**src/rtl/lcd_if_pkg.sv**
```systemverilog
package lcd_if_pkg;
  localparam int ADDR_W = 5;
  localparam int NIB_W  = 4;
  localparam int OP_W   = 3;

  typedef enum logic [1:0] {
    MODE_OFF    = 2'd0,
    MODE_ALL_ON = 2'd1,
    MODE_RAM    = 2'd2
  } disp_mode_e;

  typedef enum logic [OP_W-1:0] {
    OP_ADDR = 3'b000,
    OP_ON   = 3'b001,
    OP_OFF  = 3'b010,
    OP_SHOW = 3'b011,
    OP_NIB  = 3'b100,
    OP_CLR  = 3'b110
  } opcode_e;
endpackage

```
**src/rtl/lcd_sync.sv**
```systemverilog
module lcd_sync #(
  parameter int             WIDTH   = 4,
  parameter int             STAGES  = 2,
  parameter logic [WIDTH-1:0] RST_VAL = '0
) (
  input  logic             clk_i,
  input  logic             rst_ni,
  input  logic [WIDTH-1:0] d_i,
  output logic [WIDTH-1:0] q_o
);
  logic [WIDTH-1:0] stg_q [STAGES];

  for (genvar s = 0; s < STAGES; s++) begin : g_stage
    if (s == 0) begin : g_first
      always_ff @(posedge clk_i or negedge rst_ni)
        if (!rst_ni) stg_q[s] <= RST_VAL;
        else         stg_q[s] <= d_i;
    end else begin : g_next
      always_ff @(posedge clk_i or negedge rst_ni)
        if (!rst_ni) stg_q[s] <= RST_VAL;
        else         stg_q[s] <= stg_q[s-1];
    end
  end

  assign q_o = stg_q[STAGES-1];
endmodule

```
**src/rtl/lcd_frame_rx.sv**
```systemverilog
module lcd_frame_rx #(
  parameter int FRAME_W = 8
) (
  input  logic               clk_i,
  input  logic               rst_ni,
  input  logic               cs_n_s_i,
  input  logic               sck_s_i,
  input  logic               sd_s_i,
  input  logic               cd_s_i,
  output logic               frame_vld_o,
  output logic               frame_cmd_o,
  output logic [FRAME_W-1:0] frame_o
);
  localparam int              CNT_W = $clog2(FRAME_W);
  localparam logic [CNT_W-1:0] LAST = CNT_W'(FRAME_W - 1);

  logic               sck_q;
  logic [CNT_W-1:0]   cnt_q;
  logic [FRAME_W-2:0] shift_q;
  logic               sck_rise;
  logic               take;

  assign sck_rise = sck_s_i & ~sck_q;
  assign take     = sck_rise & ~cs_n_s_i;

  always_ff @(posedge clk_i or negedge rst_ni)
    if (!rst_ni) sck_q <= 1'b0;
    else         sck_q <= sck_s_i;

  // idle CS holds the bit counter at 0, so a partial frame is dropped
  always_ff @(posedge clk_i or negedge rst_ni) begin
    if (!rst_ni) begin
      cnt_q   <= '0;
      shift_q <= '0;
    end else if (cs_n_s_i) begin
      cnt_q   <= '0;
    end else if (sck_rise) begin
      shift_q <= {shift_q[FRAME_W-3:0], sd_s_i};
      cnt_q   <= (cnt_q == LAST) ? '0 : cnt_q + 1'b1;
    end
  end

  always_ff @(posedge clk_i or negedge rst_ni) begin
    if (!rst_ni) begin
      frame_vld_o <= 1'b0;
      frame_cmd_o <= 1'b0;
      frame_o     <= '0;
    end else begin
      frame_vld_o <= take && (cnt_q == LAST);
      if (take && (cnt_q == LAST)) begin
        frame_cmd_o <= cd_s_i;
        frame_o     <= {shift_q, sd_s_i};
      end
    end
  end

  AST_CNT_IDLE: assert property (@(posedge clk_i) disable iff (!rst_ni)
    cs_n_s_i |=> cnt_q == '0);
  AST_FRAME_PULSE: assert property (@(posedge clk_i) disable iff (!rst_ni)
    frame_vld_o |=> !frame_vld_o);
endmodule

```
**src/rtl/lcd_cmd_dec.sv**
```systemverilog
module lcd_cmd_dec
  import lcd_if_pkg::*;
#(
  parameter int ADDR_W = lcd_if_pkg::ADDR_W,
  parameter int NIB_W  = lcd_if_pkg::NIB_W
) (
  input  logic               clk_i,
  input  logic               rst_ni,
  input  logic               frame_vld_i,
  input  logic               frame_cmd_i,
  input  logic [2*NIB_W-1:0] frame_i,
  output disp_mode_e         mode_o,
  output logic               wr0_en_o,
  output logic [ADDR_W-1:0]  wr0_addr_o,
  output logic [NIB_W-1:0]   wr0_data_o,
  output logic               wr1_en_o,
  output logic [ADDR_W-1:0]  wr1_addr_o,
  output logic [NIB_W-1:0]   wr1_data_o
);
  localparam int FRAME_W = 2 * NIB_W;

  logic [ADDR_W-1:0] addr_q, addr_d;
  disp_mode_e        mode_q, mode_d;
  logic [OP_W-1:0]   op;

  assign op = frame_i[FRAME_W-1 -: OP_W];

  always_comb begin
    addr_d     = addr_q;
    mode_d     = mode_q;
    wr0_en_o   = 1'b0;
    wr1_en_o   = 1'b0;
    wr0_addr_o = addr_q;
    wr1_addr_o = addr_q + ADDR_W'(1);
    wr0_data_o = frame_i[FRAME_W-1 -: NIB_W];
    wr1_data_o = frame_i[NIB_W-1:0];
    if (frame_vld_i) begin
      if (!frame_cmd_i) begin
        wr0_en_o = 1'b1;
        wr1_en_o = 1'b1;
        addr_d   = addr_q + ADDR_W'(2);
      end else begin
        case (op)
          OP_ADDR: addr_d = frame_i[ADDR_W-1:0];
          OP_ON:   mode_d = MODE_ALL_ON;
          OP_OFF:  mode_d = MODE_OFF;
          OP_SHOW: mode_d = MODE_RAM;
          OP_NIB: begin
            wr0_en_o   = 1'b1;
            wr0_data_o = frame_i[NIB_W-1:0];
            addr_d     = addr_q + ADDR_W'(1);
          end
          OP_CLR: begin
            addr_d = '0;
            mode_d = MODE_OFF;
          end
          default: ;
        endcase
      end
    end
  end

  always_ff @(posedge clk_i or negedge rst_ni)
    if (!rst_ni) begin
      addr_q <= '0;
      mode_q <= MODE_OFF;
    end else begin
      addr_q <= addr_d;
      mode_q <= mode_d;
    end

  assign mode_o = mode_q;

  AST_DATA_STEP: assert property (@(posedge clk_i) disable iff (!rst_ni)
    frame_vld_i && !frame_cmd_i |=> addr_q == $past(addr_q) + ADDR_W'(2));
  AST_ADDR_LOAD: assert property (@(posedge clk_i) disable iff (!rst_ni)
    frame_vld_i && frame_cmd_i && op == OP_ADDR |=> addr_q == $past(frame_i[ADDR_W-1:0]));
  AST_MODE_HOLD: assert property (@(posedge clk_i) disable iff (!rst_ni)
    !(frame_vld_i && frame_cmd_i) |=> $stable(mode_q));
  AST_NIB_STEP: assert property (@(posedge clk_i) disable iff (!rst_ni)
    frame_vld_i && frame_cmd_i && op == OP_NIB |=> addr_q == $past(addr_q) + ADDR_W'(1));
  AST_CLR_STATE: assert property (@(posedge clk_i) disable iff (!rst_ni)
    frame_vld_i && frame_cmd_i && op == OP_CLR |=> addr_q == '0 && mode_q == MODE_OFF);
  AST_UNUSED_OP: assert property (@(posedge clk_i) disable iff (!rst_ni)
    frame_vld_i && frame_cmd_i && (op == 3'b101 || op == 3'b111)
    |=> $stable(addr_q) && $stable(mode_q));
endmodule

```
**src/rtl/lcd_disp_ram.sv**
```systemverilog
module lcd_disp_ram #(
  parameter int ADDR_W = lcd_if_pkg::ADDR_W,
  parameter int NIB_W  = lcd_if_pkg::NIB_W
) (
  input  logic              clk_i,
  input  logic              rst_ni,
  input  logic              wr0_en_i,
  input  logic [ADDR_W-1:0] wr0_addr_i,
  input  logic [NIB_W-1:0]  wr0_data_i,
  input  logic              wr1_en_i,
  input  logic [ADDR_W-1:0] wr1_addr_i,
  input  logic [NIB_W-1:0]  wr1_data_i,
  input  logic [ADDR_W-1:0] rd_addr_i,
  output logic [NIB_W-1:0]  rd_data_o
);
  localparam int DEPTH = 1 << ADDR_W;

  logic [NIB_W-1:0] mem_q [DEPTH];

  always_ff @(posedge clk_i or negedge rst_ni) begin
    if (!rst_ni) begin
      for (int i = 0; i < DEPTH; i++) mem_q[i] <= '0;
    end else begin
      if (wr0_en_i) mem_q[wr0_addr_i] <= wr0_data_i;
      if (wr1_en_i) mem_q[wr1_addr_i] <= wr1_data_i;
    end
  end

  assign rd_data_o = mem_q[rd_addr_i];

  AST_PORT_SPLIT: assert property (@(posedge clk_i) disable iff (!rst_ni)
    wr0_en_i && wr1_en_i |-> wr0_addr_i != wr1_addr_i);
endmodule

```
**src/rtl/lcd_serial_if.sv**
```systemverilog
module lcd_serial_if
  import lcd_if_pkg::*;
#(
  parameter int ADDR_W      = lcd_if_pkg::ADDR_W,
  parameter int NIB_W       = lcd_if_pkg::NIB_W,
  parameter int SYNC_STAGES = 2
) (
  input  logic              clk_i,
  input  logic              rst_ni,
  input  logic              cs_ni,
  input  logic              sck_i,
  input  logic              sd_i,
  input  logic              cd_i,
  input  logic [ADDR_W-1:0] rd_addr_i,
  output logic [NIB_W-1:0]  rd_data_o,
  output logic [1:0]        disp_mode_o
);
  localparam int FRAME_W = 2 * NIB_W;

  logic [3:0]         sync_q;
  logic               frame_vld, frame_cmd;
  logic [FRAME_W-1:0] frame;
  disp_mode_e         mode;
  logic               wr0_en, wr1_en;
  logic [ADDR_W-1:0]  wr0_addr, wr1_addr;
  logic [NIB_W-1:0]   wr0_data, wr1_data;

  // all serial pins share one synchroniser so their relative timing is kept
  lcd_sync #(.WIDTH(4), .STAGES(SYNC_STAGES), .RST_VAL(4'b1000)) u_sync (
    .clk_i  (clk_i),
    .rst_ni (rst_ni),
    .d_i    ({cs_ni, sck_i, sd_i, cd_i}),
    .q_o    (sync_q)
  );

  lcd_frame_rx #(.FRAME_W(FRAME_W)) u_rx (
    .clk_i       (clk_i),
    .rst_ni      (rst_ni),
    .cs_n_s_i    (sync_q[3]),
    .sck_s_i     (sync_q[2]),
    .sd_s_i      (sync_q[1]),
    .cd_s_i      (sync_q[0]),
    .frame_vld_o (frame_vld),
    .frame_cmd_o (frame_cmd),
    .frame_o     (frame)
  );

  lcd_cmd_dec #(.ADDR_W(ADDR_W), .NIB_W(NIB_W)) u_dec (
    .clk_i       (clk_i),
    .rst_ni      (rst_ni),
    .frame_vld_i (frame_vld),
    .frame_cmd_i (frame_cmd),
    .frame_i     (frame),
    .mode_o      (mode),
    .wr0_en_o    (wr0_en),
    .wr0_addr_o  (wr0_addr),
    .wr0_data_o  (wr0_data),
    .wr1_en_o    (wr1_en),
    .wr1_addr_o  (wr1_addr),
    .wr1_data_o  (wr1_data)
  );

  lcd_disp_ram #(.ADDR_W(ADDR_W), .NIB_W(NIB_W)) u_ram (
    .clk_i      (clk_i),
    .rst_ni     (rst_ni),
    .wr0_en_i   (wr0_en),
    .wr0_addr_i (wr0_addr),
    .wr0_data_i (wr0_data),
    .wr1_en_i   (wr1_en),
    .wr1_addr_i (wr1_addr),
    .wr1_data_i (wr1_data),
    .rd_addr_i  (rd_addr_i),
    .rd_data_o  (rd_data_o)
  );

  assign disp_mode_o = mode;

  AST_RESET_OFF: assert property (@(posedge clk_i)
    !rst_ni |=> disp_mode_o == 2'd0);
endmodule

```
**config.mk**
```make
export PLATFORM = sky130hd
export DESIGN_NAME = lcd_serial_if
export DESIGN_NICKNAME = d
export VERILOG_FILES = /design/src/rtl/lcd_if_pkg.sv /design/src/rtl/lcd_sync.sv /design/src/rtl/lcd_frame_rx.sv /design/src/rtl/lcd_cmd_dec.sv /design/src/rtl/lcd_disp_ram.sv /design/src/rtl/lcd_serial_if.sv
export SDC_FILE = /design/constraint.sdc
export NUM_CORES = 1
export LEC_CHECK = 0
export BUFFER_PORTS_ARGS = -buffer_cell sky130_fd_sc_hd__buf_2
export CAP_MARGIN = 25
export CORE_ASPECT_RATIO = 0.5
export CORE_UTILIZATION = 45
export DETAILED_ROUTE_END_ITERATION = 8
export SLEW_MARGIN = 0
export SYNTH_ARGS = -nofsm -noshare
export SYNTH_HDL_FRONTEND = slang
export SYNTH_SLANG_ARGS = --single-unit
```
**constraint.sdc**
```tcl
create_clock -name clk_i -period 7.1 [get_ports clk_i]
set_input_delay 0.355 -clock clk_i [delete_from_list [all_inputs] [get_ports clk_i]]
set_output_delay 0.355 -clock clk_i [all_outputs]
set_load 0.005 [all_outputs]
```
==> impl_metrics.yaml, run 1 <==
placed_design:
  numPortBuffers: 16
  placed_instance_area_um2: 10800
  place.gp.congestion: 0.837
  hpwl_mm: 18.4
  dpl_worst_slack_ns: 3.69
worst_setup_path:
  timing.critical_path.arrival_ns: 3.81
  timing_worst_setup_path_type: "flip-flop to flip-flop"
  critical_path_peak_fanout: 25
  path_buf_inv: 0
  end_kind: "flip-flop"
  crit_path_start_kind: "flip-flop"
  worstPathRequired_ns: 7.45
  worstPathCellList: "ha_1 -> nand3b_1 -> and2_1 -> and3_1 -> o31ai_1"
  critical-path-top-delay-family: "simple AND/OR/NAND/NOR gates"
  crit_path_max_incr_delay_ns: 0.94
  slowest_stage: "sky130_fd_sc_hd__dfrtp_1"
timing:
  hold-worst-slack_ns: 0.257
  report.final.slew_viol_count: 0
  finalSetupTns_ns: 0
  final_period_minus_worst_setup_slack_ns: 3.46
  final_min_period_over_clock_period_pct: 48.8
  clock_skew_ns: 0.0105
  grt_setup_unrepaired: "false"
  finalSetupViolations: 0
  timing.final.hold_violations: 0
  max_slew.worst_pin.slew_ns: 1.08
  timing.fmax_mhz: 289
  timing.max_slew.rel_slack_pct: 28.1
  final.setup.worst_slack_ns: 3.64
clock_tree:
  cts_tree: "yes"
  ctsHtreeMaxLevel: 4
  clock_sinks: 164
  clock_transition_at_the_registers_of_the_reported_paths_ns: 0.07
  clk-insertion-delay-late_ns: 0.45
  clock_tree.buffer_depth: 2
  cts_root_buf: "sky130_fd_sc_hd__clkbuf_16"
  post-cts-setup-buffers: 0
  numCtsBuffers: 17
grt:
  grt_max_degree: 104
  antenna_found_initial: 2
  first_global_vias: 7165
  grt_first_pass_wirelength_mm: 43.9
  global_route.usage.total_pct: 24.8
  remaining_global_route_overflow: 0
detailed_routing:
  wirelength_mm: 28.4
  detail_route.wl_per_cell_um: 24.1
  route.detailed.vias_per_inst: 6.31
  route.antenna.remaining_nets: 0
  drt-initial-drc-count: 536
  total_number_of_vias: 7427
  drt_drc_violations_left: 0
  firstDrtPassIters: 5
worst_hold_path:
  hold_path_class: "input port to asynchronous set/reset pin"
synthesis:
  ys_seq_elements: 164
  total_nets_after_synthesis: 906
  post_synth_instance_area_um2: 10500
  proportion_of_synthesized_flip_flops_having_asynchronous_set_or_reset_pct: 100
  postSynth.topFlopCell: "sky130_fd_sc_hd__dfrtp_1"
  synth_cells: 885
  sequential_to_total_area_share_from_yosys_stat_pct: 39.1
  synthDistinctLibCells: 57
  number_of_flops_mapped_to_enable_cells_by_yosys: 0
  synthesis.yosys.warnings: 0
  post_synth.cell_area_avg_um2: 11.9
layout:
  flow.area_growth_from_synthesis_pct: 8.72
  final_antenna_diode_count: 0
  num-fill-cells: 1999
  final_nets: 878
  layout-drive-gt1-share_pct: 27.4
  finalInstanceArea_um2: 11400
floorplanning:
  ios: 17
  site_rows: 39
  start_util_pct: 46.0
  dieWidth_um: 218
  die-height_um: 110
  full_die_area_um2: 24000
  coreArea_um2: 22800
outcome:
  outcome: "finished, final reports clean"
power_and_ir_drop:
  power.density_nw_per_um2: 167
  leakagePower_nw: 4.46
  max-vdd-ir-drop_v: 0.000136
  total_power_w: 0.00191
flow_run:
  drv.max_cap_violation_count: 0
## kinds of logic (layout without fill, tap and decap cells)
logic type | after synthesis | in the layout | share of synthesized area [%]
AOI/OAI and AO/OA | 198 | 198 | 18.1
xor gates and xnor gates | 3 | 3 | 0.501
adders and majority gates | 10 | 10 | 1.19
buffers and inverters | 92 | 77 | 4.02
DFF | 164 | 164 | 39.1
muxes | 208 | 208 | 26.0
and+or+nand+nor | 210 | 210 | 11.1
## registers in the layout, summed over array words and instances, names as in the netlist
signal	flops
u_rx.frame_vld_o	1
u_rx.frame_o	8
u_dec.mode_o	2
u_rx.cnt_q	3
u_rx.shift_q	7
u_sync.q_o	4
u_dec.wr0_addr_o	5
u_sync.stg_q	4
u_rx.frame_cmd_o	1
u_ram.mem_q	128
u_rx.sck_q	1
## report_power, final
| part | switching (W) | internal (W) | total, W |
|---|---|---|---|
| Combinational | 0.0000397 | 0.0000305 | 0.0000702 |
| Sequential | 0.0000121 | 0.000954 | 0.000966 |
| Clock | 0.000392 | 0.000482 | 0.000874 |
| Total | 0.000444 | 0.00147 | 0.00191 |
## path summary, 6_finish.rpt
check	from	endpoint	slack, ns	cells after the start
min	rst_ni	u_ram.mem_q[63]	0.26	2
max	u_dec.wr0_addr_o[2]	u_ram.mem_q[100]	3.64	5
max reg2reg	u_dec.wr0_addr_o[2]	u_ram.mem_q[100]	3.64	5
min in group clk_i	u_sync.stg_q[5]	u_sync.q_o[1]	0.35	0
min reg2reg	u_sync.stg_q[5]	u_sync.q_o[1]	0.35	0
max in group asynchronous	rst_ni	u_ram.mem_q[15]	5.30	4
## what timing repair did
item                      4_1_cts  5_1_grt
hold buffers                    4        1
hold endpoints to repair        4        5
gates resized for setup         0        0
## cell usage after synthesis (4+ instances only)
library cell                count  area share [%]
sky130_fd_sc_hd__a2111oi_4      8             2.1
sky130_fd_sc_hd__a211oi_2      10             1.2
sky130_fd_sc_hd__a211oi_4      30             5.7
sky130_fd_sc_hd__a21oi_1       13            0.62
sky130_fd_sc_hd__a221oi_1       4            0.33
sky130_fd_sc_hd__and2_1         6            0.36
sky130_fd_sc_hd__and3_1         6            0.36
sky130_fd_sc_hd__buf_1          5            0.18
sky130_fd_sc_hd__buf_2         28             1.3
sky130_fd_sc_hd__buf_4          5            0.36
sky130_fd_sc_hd__clkbuf_1      44             1.6
sky130_fd_sc_hd__dfrtp_1      162              39
sky130_fd_sc_hd__ha_1          10             1.2
sky130_fd_sc_hd__inv_1          7            0.25
sky130_fd_sc_hd__mux2_1        48             5.1
sky130_fd_sc_hd__mux2_2        70             7.5
sky130_fd_sc_hd__mux2i_1       50             4.8
sky130_fd_sc_hd__mux4_2        40             8.6
sky130_fd_sc_hd__nand2_1       46             1.6
sky130_fd_sc_hd__nand3_1       21             1.0
sky130_fd_sc_hd__nand3b_1       7            0.50
sky130_fd_sc_hd__nand4_1       16            0.95
sky130_fd_sc_hd__nor2_1        43             1.5
sky130_fd_sc_hd__nor3_1         7            0.33
sky130_fd_sc_hd__nor3b_1       35             2.5
sky130_fd_sc_hd__o2111ai_1     10            0.83
sky130_fd_sc_hd__o211ai_1       8            0.57
sky130_fd_sc_hd__o21ai_0       23             1.1
sky130_fd_sc_hd__o21ai_1       44             2.1
sky130_fd_sc_hd__o31ai_1       33             2.4
## metrics by stage
step                      utilization (%)  instances
after floorplan                         -        885
after global placement               46.8       1134
after detailed placement             47.2       1138
after CTS                            49.7       1174
after global routing                 50.0       1177
final                                50.0       1177
## layout make-up
| class | instances | area, um^2 | share of cell area, % |
|---|---|---|---|
| clock buffers | 24 | 492 | 4.31 |
| flip-flops and latches | 164 | 4110 | 36.0 |
| repair buffers | 38 | 357 | 3.12 |
| well taps | 307 | 384 | 3.36 |
| inverters | 7 | 26.3 | 0.230 |
| multi-input cells | 629 | 6000 | 52.5 |
| clock inverters | 8 | 52.6 | 0.460 |
## placed cells by master (no fill, tap or decap), drive strengths merged, types with 6 or more instances in the layout
master,netlist,routed
a211oi,42,42
a2111oi,8,8
nand3,21,21
inv,7,7
and3,6,6
mux4,40,40
o211ai,8,8
nor2,43,43
buf,41,33
nor3b,35,35
mux2i,50,50
ha,10,10
dfrtp,162,162
nand3b,9,9
clkbuf,44,24
o31ai,33,33
a21oi,13,13
nor3,7,7
and2,8,8
nand2,46,46
o21ai,67,67
o2111ai,10,10
nand4,16,16
mux2,118,118
## layer usage
layer  up-vias  track usage (%)  share of wire, %
met1      3819             35.1                47
met3        52             6.42               6.9
li1       3305                -                 -
met4         4             9.59               2.5
met2       247             36.4                44
met5         -                0             0.077
## worst register-to-register path: cells and delay by family (launching register included)
| kind | cells | cell delay [ns] |
|---|---|---|
| AND/OR/NAND/NOR | 3 | 1.73 |
| flip-flops | 1 | 0.94 |
| adder cells (fa/ha/maj) | 1 | 0.40 |
| AO/OA/AOI/OAI | 1 | 0.28 |
No activity file was read; power rests on OpenSTA's default activity.
==> run 2, diff against run 1 <==
==> constraint.sdc (replaced) <==
create_clock -name clk_i -period 3.3 [get_ports clk_i]
set_input_delay 0.165 -clock clk_i [delete_from_list [all_inputs] [get_ports clk_i]]
set_output_delay 0.165 -clock clk_i [all_outputs]
set_load 0.005 [all_outputs]
==> impl_metrics.yaml, run 2 (synthesis gave the netlist of run 1 again) <==
outcome:
  outcome: "finished, final reports clean"
grt:
  grt_first_pass_wirelength_mm: 45.1
  first_global_vias: 7344
  antenna_found_initial: 1
  grt_max_degree: 79
  remaining_global_route_overflow: 0
  global_route.usage.total_pct: 25.4
clock_tree:
  clock_tree.buffer_depth: 2
  clk-insertion-delay-late_ns: 0.44
  cts_tree: "yes"
  numCtsBuffers: 17
  ctsHtreeMaxLevel: 4
  resized_after_cts: 0
  clock_transition_at_the_registers_of_the_reported_paths_ns: 0.07
  clock_sinks: 164
  cts_root_buf: "sky130_fd_sc_hd__clkbuf_16"
layout:
  mostFrequentLayoutCells: "sky130_fd_sc_hd__dfrtp_1 (161), sky130_fd_sc_hd__mux2_2 (70), sky130_fd_sc_hd__mux2i_1 (50)"
  layout.cells.most_common: "sky130_fd_sc_hd__dfrtp_1"
  num-fill-cells: 1991
  fin_util_pct: 50.9
  largest_registers: "u_ram.mem_q: 128 flops, u_rx.frame_o: 8 flops, u_rx.shift_q: 7 flops"
  layout-drive-gt1-share_pct: 29.7
  flow.area_growth_from_synthesis_pct: 10.7
  register_bank_with_the_most_flops: "u_ram.mem_q"
  largest_reg_flops: 128
  final_nets: 904
power_and_ir_drop:
  power.share.sequential_pct: 49.0
  max-vdd-ir-drop_v: 0.000307
  leakagePower_nw: 4.61
  power.switching_w: 0.000974
  cell_internal_pwr_w: 0.00327
  power.share.clock_pct: 47.5
  power.density_nw_per_um2: 365
  power.combinational.fraction_pct: 3.5
  power.switching_fraction_pct: 22.9
  total_power_w: 0.00424
detailed_routing:
  drt-initial-drc-count: 532
  wirelength_mm: 28.9
  detail_route.wl_per_cell_um: 24.0
  total_number_of_vias: 7599
  route.detailed.vias_per_inst: 6.31
  firstDrtPassIters: 5
  route.antenna.remaining_nets: 0
  drt_drc_violations_left: 0
timing:
  timing.fmax_mhz: 374
  max_slew.worst_pin.slew_ns: 0.999
  finalSetupViolations: 0
  final_min_period_over_clock_period_pct: 81.0
  timing.max_slew.rel_slack_pct: 33.4
  final_period_minus_worst_setup_slack_ns: 2.67
  grt_setup_unrepaired: "false"
  report.final.slew_viol_count: 0
  timing.final.hold_violations: 0
  finalSetupTns_ns: 0
  clock_skew_ns: 0.00918
worst_setup_path:
  timing.critical_path.from: "u_dec.wr0_addr_o[0]"
  crit_path_max_incr_delay_ns: 0.55
  critical-path-top-delay-family: "multiplexers"
  timing_worst_setup_path_type: "flip-flop to flip-flop"
  worstPathCellList: "ha_1 -> buf_4 -> nand2_1 -> buf_4 -> a211oi_2 -> mux2_2 -> mux2_2"
  path_buf_inv: 2
  worstPathRequired_ns: 3.63
  cp.depth: 7
  slowest_stage: "sky130_fd_sc_hd__dfrtp_1"
  rr_worst_depth: 7
  timing.critical_path.arrival_ns: 3.00
  crit_path_start_kind: "flip-flop"
  end_kind: "flip-flop"
  worst_r2r_startpoint: "u_dec.wr0_addr_o[0]"
  critical_path_peak_fanout: 11
worst_hold_path:
  hold_path_class: "flip-flop to flip-flop"
  hold-path-cell-count: 0
  holdCritStartpoint: "u_sync.stg_q[4]"
floorplanning:
  coreArea_um2: 22800
  site_rows: 39
  dieWidth_um: 218
  full_die_area_um2: 24000
  die-height_um: 110
  ios: 17
  start_util_pct: 46.0
placed_design:
  numPortBuffers: 16
  place.gp.congestion: 0.854
  hpwl_mm: 19.3
flow_run:
  drv.max_cap_violation_count: 0
==> run 2: changes by cell type in the layout (fill, tap and decap cells not counted), sizes merged, moves of 2 or more <==
cell,before,now
clkinvlp,5,3
clkinv,3,5
clkbuf,24,20
bufinv,0,2
buf,33,59
inv,7,9
==> run 2: power by group through the flow <==
stage / combinational (W) / sequential [W] / clock, W
after global placement: 0.000145 / 0.00212 / 0
after floorplan: 0.0000776 / 0.00211 / 0
after detailed placement: 0.000149 / 0.00212 / 0
after CTS: 0.000153 / 0.00208 / 0.00205
final: 0.000149 / 0.00208 / 0.00202
after global routing: 0.000165 / 0.00208 / 0.00214
==> run 2: worst reg2reg max path: stages, from the launching register on <==
cell	delay, ns
sky130_fd_sc_hd__dfrtp_1	0.55
sky130_fd_sc_hd__ha_1	0.40
sky130_fd_sc_hd__buf_4	0.26
sky130_fd_sc_hd__nand2_1	0.10
sky130_fd_sc_hd__buf_4	0.22
sky130_fd_sc_hd__a211oi_2	0.39
sky130_fd_sc_hd__mux2_2	0.38
sky130_fd_sc_hd__mux2_2	0.26
==> run 2: stage by stage <==
| step | instances | area (um^2) | hold slack (ns) | setup slack [ns] |
|---|---|---|---|---|
| finish | 1204 | 11600 | 0.347 | 0.626 |
| global route | 1203 | 11600 | 0.347 | 0.504 |
| CTS | 1203 | 11600 | 0.342 | 0.651 |
| detailed placement | 1166 | 11000 | 0.266 | 0.677 |
| global placement | 1165 | 11000 | 0.258 | 0.697 |
| floorplan | 885 | 10500 | -0.131 | 0.943 |
==> run 2: layout make-up <==
| type | instances | area, um^2 | share of cell area, % |
|---|---|---|---|
| Multi-Input combinational cell | 629 | 6000 | 51.6 |
| Sequential cell | 164 | 4110 | 35.4 |
| Clock inverter | 12 | 129 | 1.11 |
| Timing Repair Buffer | 64 | 517 | 4.45 |
| Antenna cell | 1 | 2.50 | 0.0215 |
| Clock buffer | 20 | 457 | 3.93 |
| Inverter | 7 | 26.3 | 0.226 |
| Tap cell | 307 | 384 | 3.31 |
==> run 2: path summary, 6_finish.rpt <==
kind | slack [ns] | endpoint
worst min register to register | 0.35 | u_sync.q_o[0]
max in group asynchronous | 2.07 | u_sync.stg_q[7]
worst max register to register | 0.63 | u_ram.mem_q[115]
worst min-delay path | 0.35 | u_sync.q_o[0]
worst max-delay path | 0.63 | u_ram.mem_q[115]
min in group asynchronous | 0.36 | u_ram.mem_q[62]
==> run 2: per-layer routing <==
layer | share of wire, % | GRT usage, % | wire length (um)
met1 | 48 | 36.5 | 13900
met2 | 44 | 38.3 | 12800
met3 | 5.8 | 5.60 | 1680
met4 | 1.9 | 7.84 | 562
met5 | 0.035 | 0 | 10
==> run 2: repair_timing <==
action,4_1_cts,5_1_grt
hold buffers,5,0
hold endpoints to repair,79,0
buffers inserted,0,0
==> run 3, diff against run 2 <==
--- a/config.mk
+++ b/config.mk
@@ -5,6 +5,7 @@
 export SDC_FILE = /design/constraint.sdc
 export NUM_CORES = 1
 export LEC_CHECK = 0
+export ABC_AREA = 1
 export BUFFER_PORTS_ARGS = -buffer_cell sky130_fd_sc_hd__buf_2
 export CAP_MARGIN = 25
 export CORE_ASPECT_RATIO = 0.5
==> constraint.sdc (replaced) <==
create_clock -name clk_i -period 2.4 [get_ports clk_i]
set_input_delay 0.12 -clock clk_i [delete_from_list [all_inputs] [get_ports clk_i]]
set_output_delay 0.12 -clock clk_i [all_outputs]
set_load 0.005 [all_outputs]
==> impl_metrics.yaml, run 3 <==
outcome:
  outcome: "finished, final reports clean"
floorplanning:
  coreArea_um2: 20900
  start_util_pct: 46.6
  site_rows: 37
  die-height_um: 106
  dieWidth_um: 210
  ios: 17
  full_die_area_um2: 22300
worst_setup_path:
  rr_worst_depth: 9
  worstPathRequired_ns: 2.74
  timing.critical_path.arrival_ns: 2.57
  worst_r2r_startpoint: "u_dec.wr0_addr_o[1]"
  crit_path_start_kind: "flip-flop"
  timing.critical_path.from: "u_dec.wr0_addr_o[1]"
  critical_path_peak_fanout: 8
  end_kind: "flip-flop"
  r2r_slack_ns: 0.17
  r2r_end: "u_ram.mem_q[125]"
  timing_worst_setup_path_type: "flip-flop to flip-flop"
  end_point_of_the_critical_path: "u_ram.mem_q[125]"
power_and_ir_drop:
  leakagePower_nw: 5.77
  power.density_nw_per_um2: 540
  max-vdd-ir-drop_v: 0.000439
  total_power_w: 0.00587
timing:
  final_period_minus_worst_setup_slack_ns: 2.23
  final_min_period_over_clock_period_pct: 93.1
  timing.fmax_mhz: 448
  clock_skew_ns: 0.00558
  finalSetupViolations: 0
  finalSetupTns_ns: 0
  grt_setup_unrepaired: "false"
  timing.max_slew.rel_slack_pct: 42.7
  timing.final.hold_violations: 0
  report.final.slew_viol_count: 0
  hold-worst-slack_ns: 0.191
  max_slew.worst_pin.slew_ns: 0.859
clock_tree:
  clock_tree.buffer_depth: 2
  clock_transition_at_the_registers_of_the_reported_paths_ns: 0.07
  clock_sinks: 164
  clk-insertion-delay-late_ns: 0.45
  cts_root_buf: "sky130_fd_sc_hd__clkbuf_16"
  cts_tree: "yes"
  ctsHtreeMaxLevel: 4
  numCtsBuffers: 17
grt:
  first_global_vias: 9182
  global_route.usage.total_pct: 30.4
  remaining_global_route_overflow: 0
  antenna_found_initial: 0
  grt_max_degree: 65
  grt_first_pass_wirelength_mm: 51.0
detailed_routing:
  route.detailed.vias_per_inst: 5.33
  drt_drc_violations_left: 0
  route.antenna.remaining_nets: 0
  firstDrtPassIters: 5
  wirelength_mm: 32.1
  detail_route.wl_per_cell_um: 17.4
  drt-initial-drc-count: 1155
  total_number_of_vias: 9852
layout:
  num-fill-cells: 2154
  layout-drive-gt1-share_pct: 7.65
  multiInputGateArea_um2: 5100
  layout.cells.most_common: "sky130_fd_sc_hd__nand2_1"
  final_antenna_diode_count: 0
  fin_util_pct: 52.0
  register_bank_with_the_most_flops: "u_ram.mem_q"
  largest_registers: "u_ram.mem_q: 128 flops, u_rx.frame_o: 8 flops, u_rx.shift_q: 7 flops"
  mostFrequentLayoutCells: "sky130_fd_sc_hd__nand2_1 (922), sky130_fd_sc_hd__dfrtp_1 (161), sky130_fd_sc_hd__nand3_1 (135)"
  sequential_cell_area_um2: 4110
  largest_reg_flops: 128
  flow.area_growth_from_synthesis_pct: 11.5
  final_nets: 1564
synthesis:
  post_synth_instance_area_um2: 9740
  synthesis.yosys.warnings: 0
  netlist_top_cells_area: "sky130_fd_sc_hd__dfrtp_1 (42%), sky130_fd_sc_hd__nand2_1 (36%), sky130_fd_sc_hd__nand3_1 (6.9%)"
  number_of_flops_mapped_to_enable_cells_by_yosys: 0
  library_cell_with_the_highest_instance_count_after_synthesis: "sky130_fd_sc_hd__nand2_1"
  synthDominantCellAreaShare_pct: 41.6
  post_synth_most_frequent_cells: "sky130_fd_sc_hd__nand2_1 (922), sky130_fd_sc_hd__dfrtp_1 (162), sky130_fd_sc_hd__nand3_1 (135), sky130_fd_sc_hd__o21ai_0 (53), sky130_fd_sc_hd__nor2_1 (52)"
  ys_seq_elements: 164
  postSynth.topFlopCell: "sky130_fd_sc_hd__dfrtp_1"
  proportion_of_synthesized_flip_flops_having_asynchronous_set_or_reset_pct: 100
  synth_largest_area_cell: "sky130_fd_sc_hd__dfrtp_1"
  post_synth.cell_area_avg_um2: 6.35
  total_nets_after_synthesis: 1555
  synth_cells: 1534
  sequential_to_total_area_share_from_yosys_stat_pct: 42.2
  synthDistinctLibCells: 29
flow_run:
  drv.max_cap_violation_count: 0
worst_hold_path:
  hold_path_class: "input port to asynchronous set/reset pin"
placed_design:
  hpwl_mm: 20.1
  numPortBuffers: 16
  place.gp.congestion: 0.958
## run 3: cell types whose count changed after synthesis, sizes merged, moves of 40 or more
cell    before  now
nand2       46  923
mux2       118    0
nand3       21  138
inv          7   64
mux2i       50    0
a211oi      42    0
mux4        40    0
## run 3: what timing repair did
item / in CTS / in global routing
gates resized for setup: 0 / 2
hold buffers: 5 / 0
setup endpoints to repair: 0 / 3
setup buffers: 0 / 0
hold endpoints to repair: 48 / 0
## run 3: cell families after synthesis
| family | synth area share (%) |
|---|---|
| buffers and inverters | 5.55 |
| AOI/OAI and AO/OA | 5.16 |
| and+or+nand+nor | 45.7 |
| adders and majority gates | 1.28 |
| DFF | 42.2 |
| xor gates and xnor gates | 0.0899 |
## run 3: layout make-up
class / instances / share of cell area (%)
well taps: 292 / 3.36
clock buffers: 17 / 3.92
inverters: 74 / 2.56
clock inverters: 15 / 1.36
flip-flops and latches: 164 / 37.8
multi-input cells: 1232 / 47.0
repair buffers: 54 / 4.00
## run 3: where the power goes
| group | switching [W] | internal (W) | total [W] |
|---|---|---|---|
| clock | 0.00130 | 0.00146 | 0.00275 |
| sequential | 0.0000234 | 0.00280 | 0.00282 |
| combinational | 0.000217 | 0.0000793 | 0.000296 |
| total | 0.00154 | 0.00433 | 0.00587 |
## run 3: critical path, stage by stage (launching register included)
cell                      delay (ns)
sky130_fd_sc_hd__dfrtp_1        0.44
sky130_fd_sc_hd__ha_1           0.39
sky130_fd_sc_hd__nand2_1        0.16
sky130_fd_sc_hd__inv_2          0.09
sky130_fd_sc_hd__nor2_4         0.05
sky130_fd_sc_hd__buf_4          0.15
sky130_fd_sc_hd__nor3_2         0.45
sky130_fd_sc_hd__nand2_1        0.22
sky130_fd_sc_hd__nand2_1        0.11
sky130_fd_sc_hd__nand2_1        0.06
## run 3: how the worst min path moves through the flow
stage                 from          endpoint  slack (ns)  cells after the start
floorplan           rst_ni   u_dec.mode_o[0]       -0.18                      0
global placement    rst_ni  u_ram.mem_q[126]        0.10                      1
detailed placement  rst_ni  u_ram.mem_q[126]        0.11                      1
CTS                 rst_ni  u_ram.mem_q[126]        0.21                      2
global route        rst_ni  u_ram.mem_q[126]        0.23                      2
finish              rst_ni  u_ram.mem_q[126]        0.19                      2
## run 3: per-stage QoR
| step | setup WS, ns | cell area (um^2) | instances |
|---|---|---|---|
| after detailed placement | 0.213 | 10200 | 1811 |
| after global placement | 0.272 | 10200 | 1811 |
| after floorplan | 0.741 | 9740 | 1534 |
| final | 0.166 | 10900 | 1848 |
| after CTS | 0.202 | 10900 | 1848 |
| after global routing | 0.0501 | 10900 | 1848 |
## run 3: layer usage
| layer | vias to the layer above | wire length (um) | GRT usage [%] |
|---|---|---|---|
| met5 | - | 0 | 0 |
| met4 | 0 | 793 | 10.1 |
| met3 | 64 | 2830 | 5.88 |
| met2 | 398 | 13700 | 45.9 |
| met1 | 4604 | 14900 | 43.7 |
| li1 | 4786 | - | - |
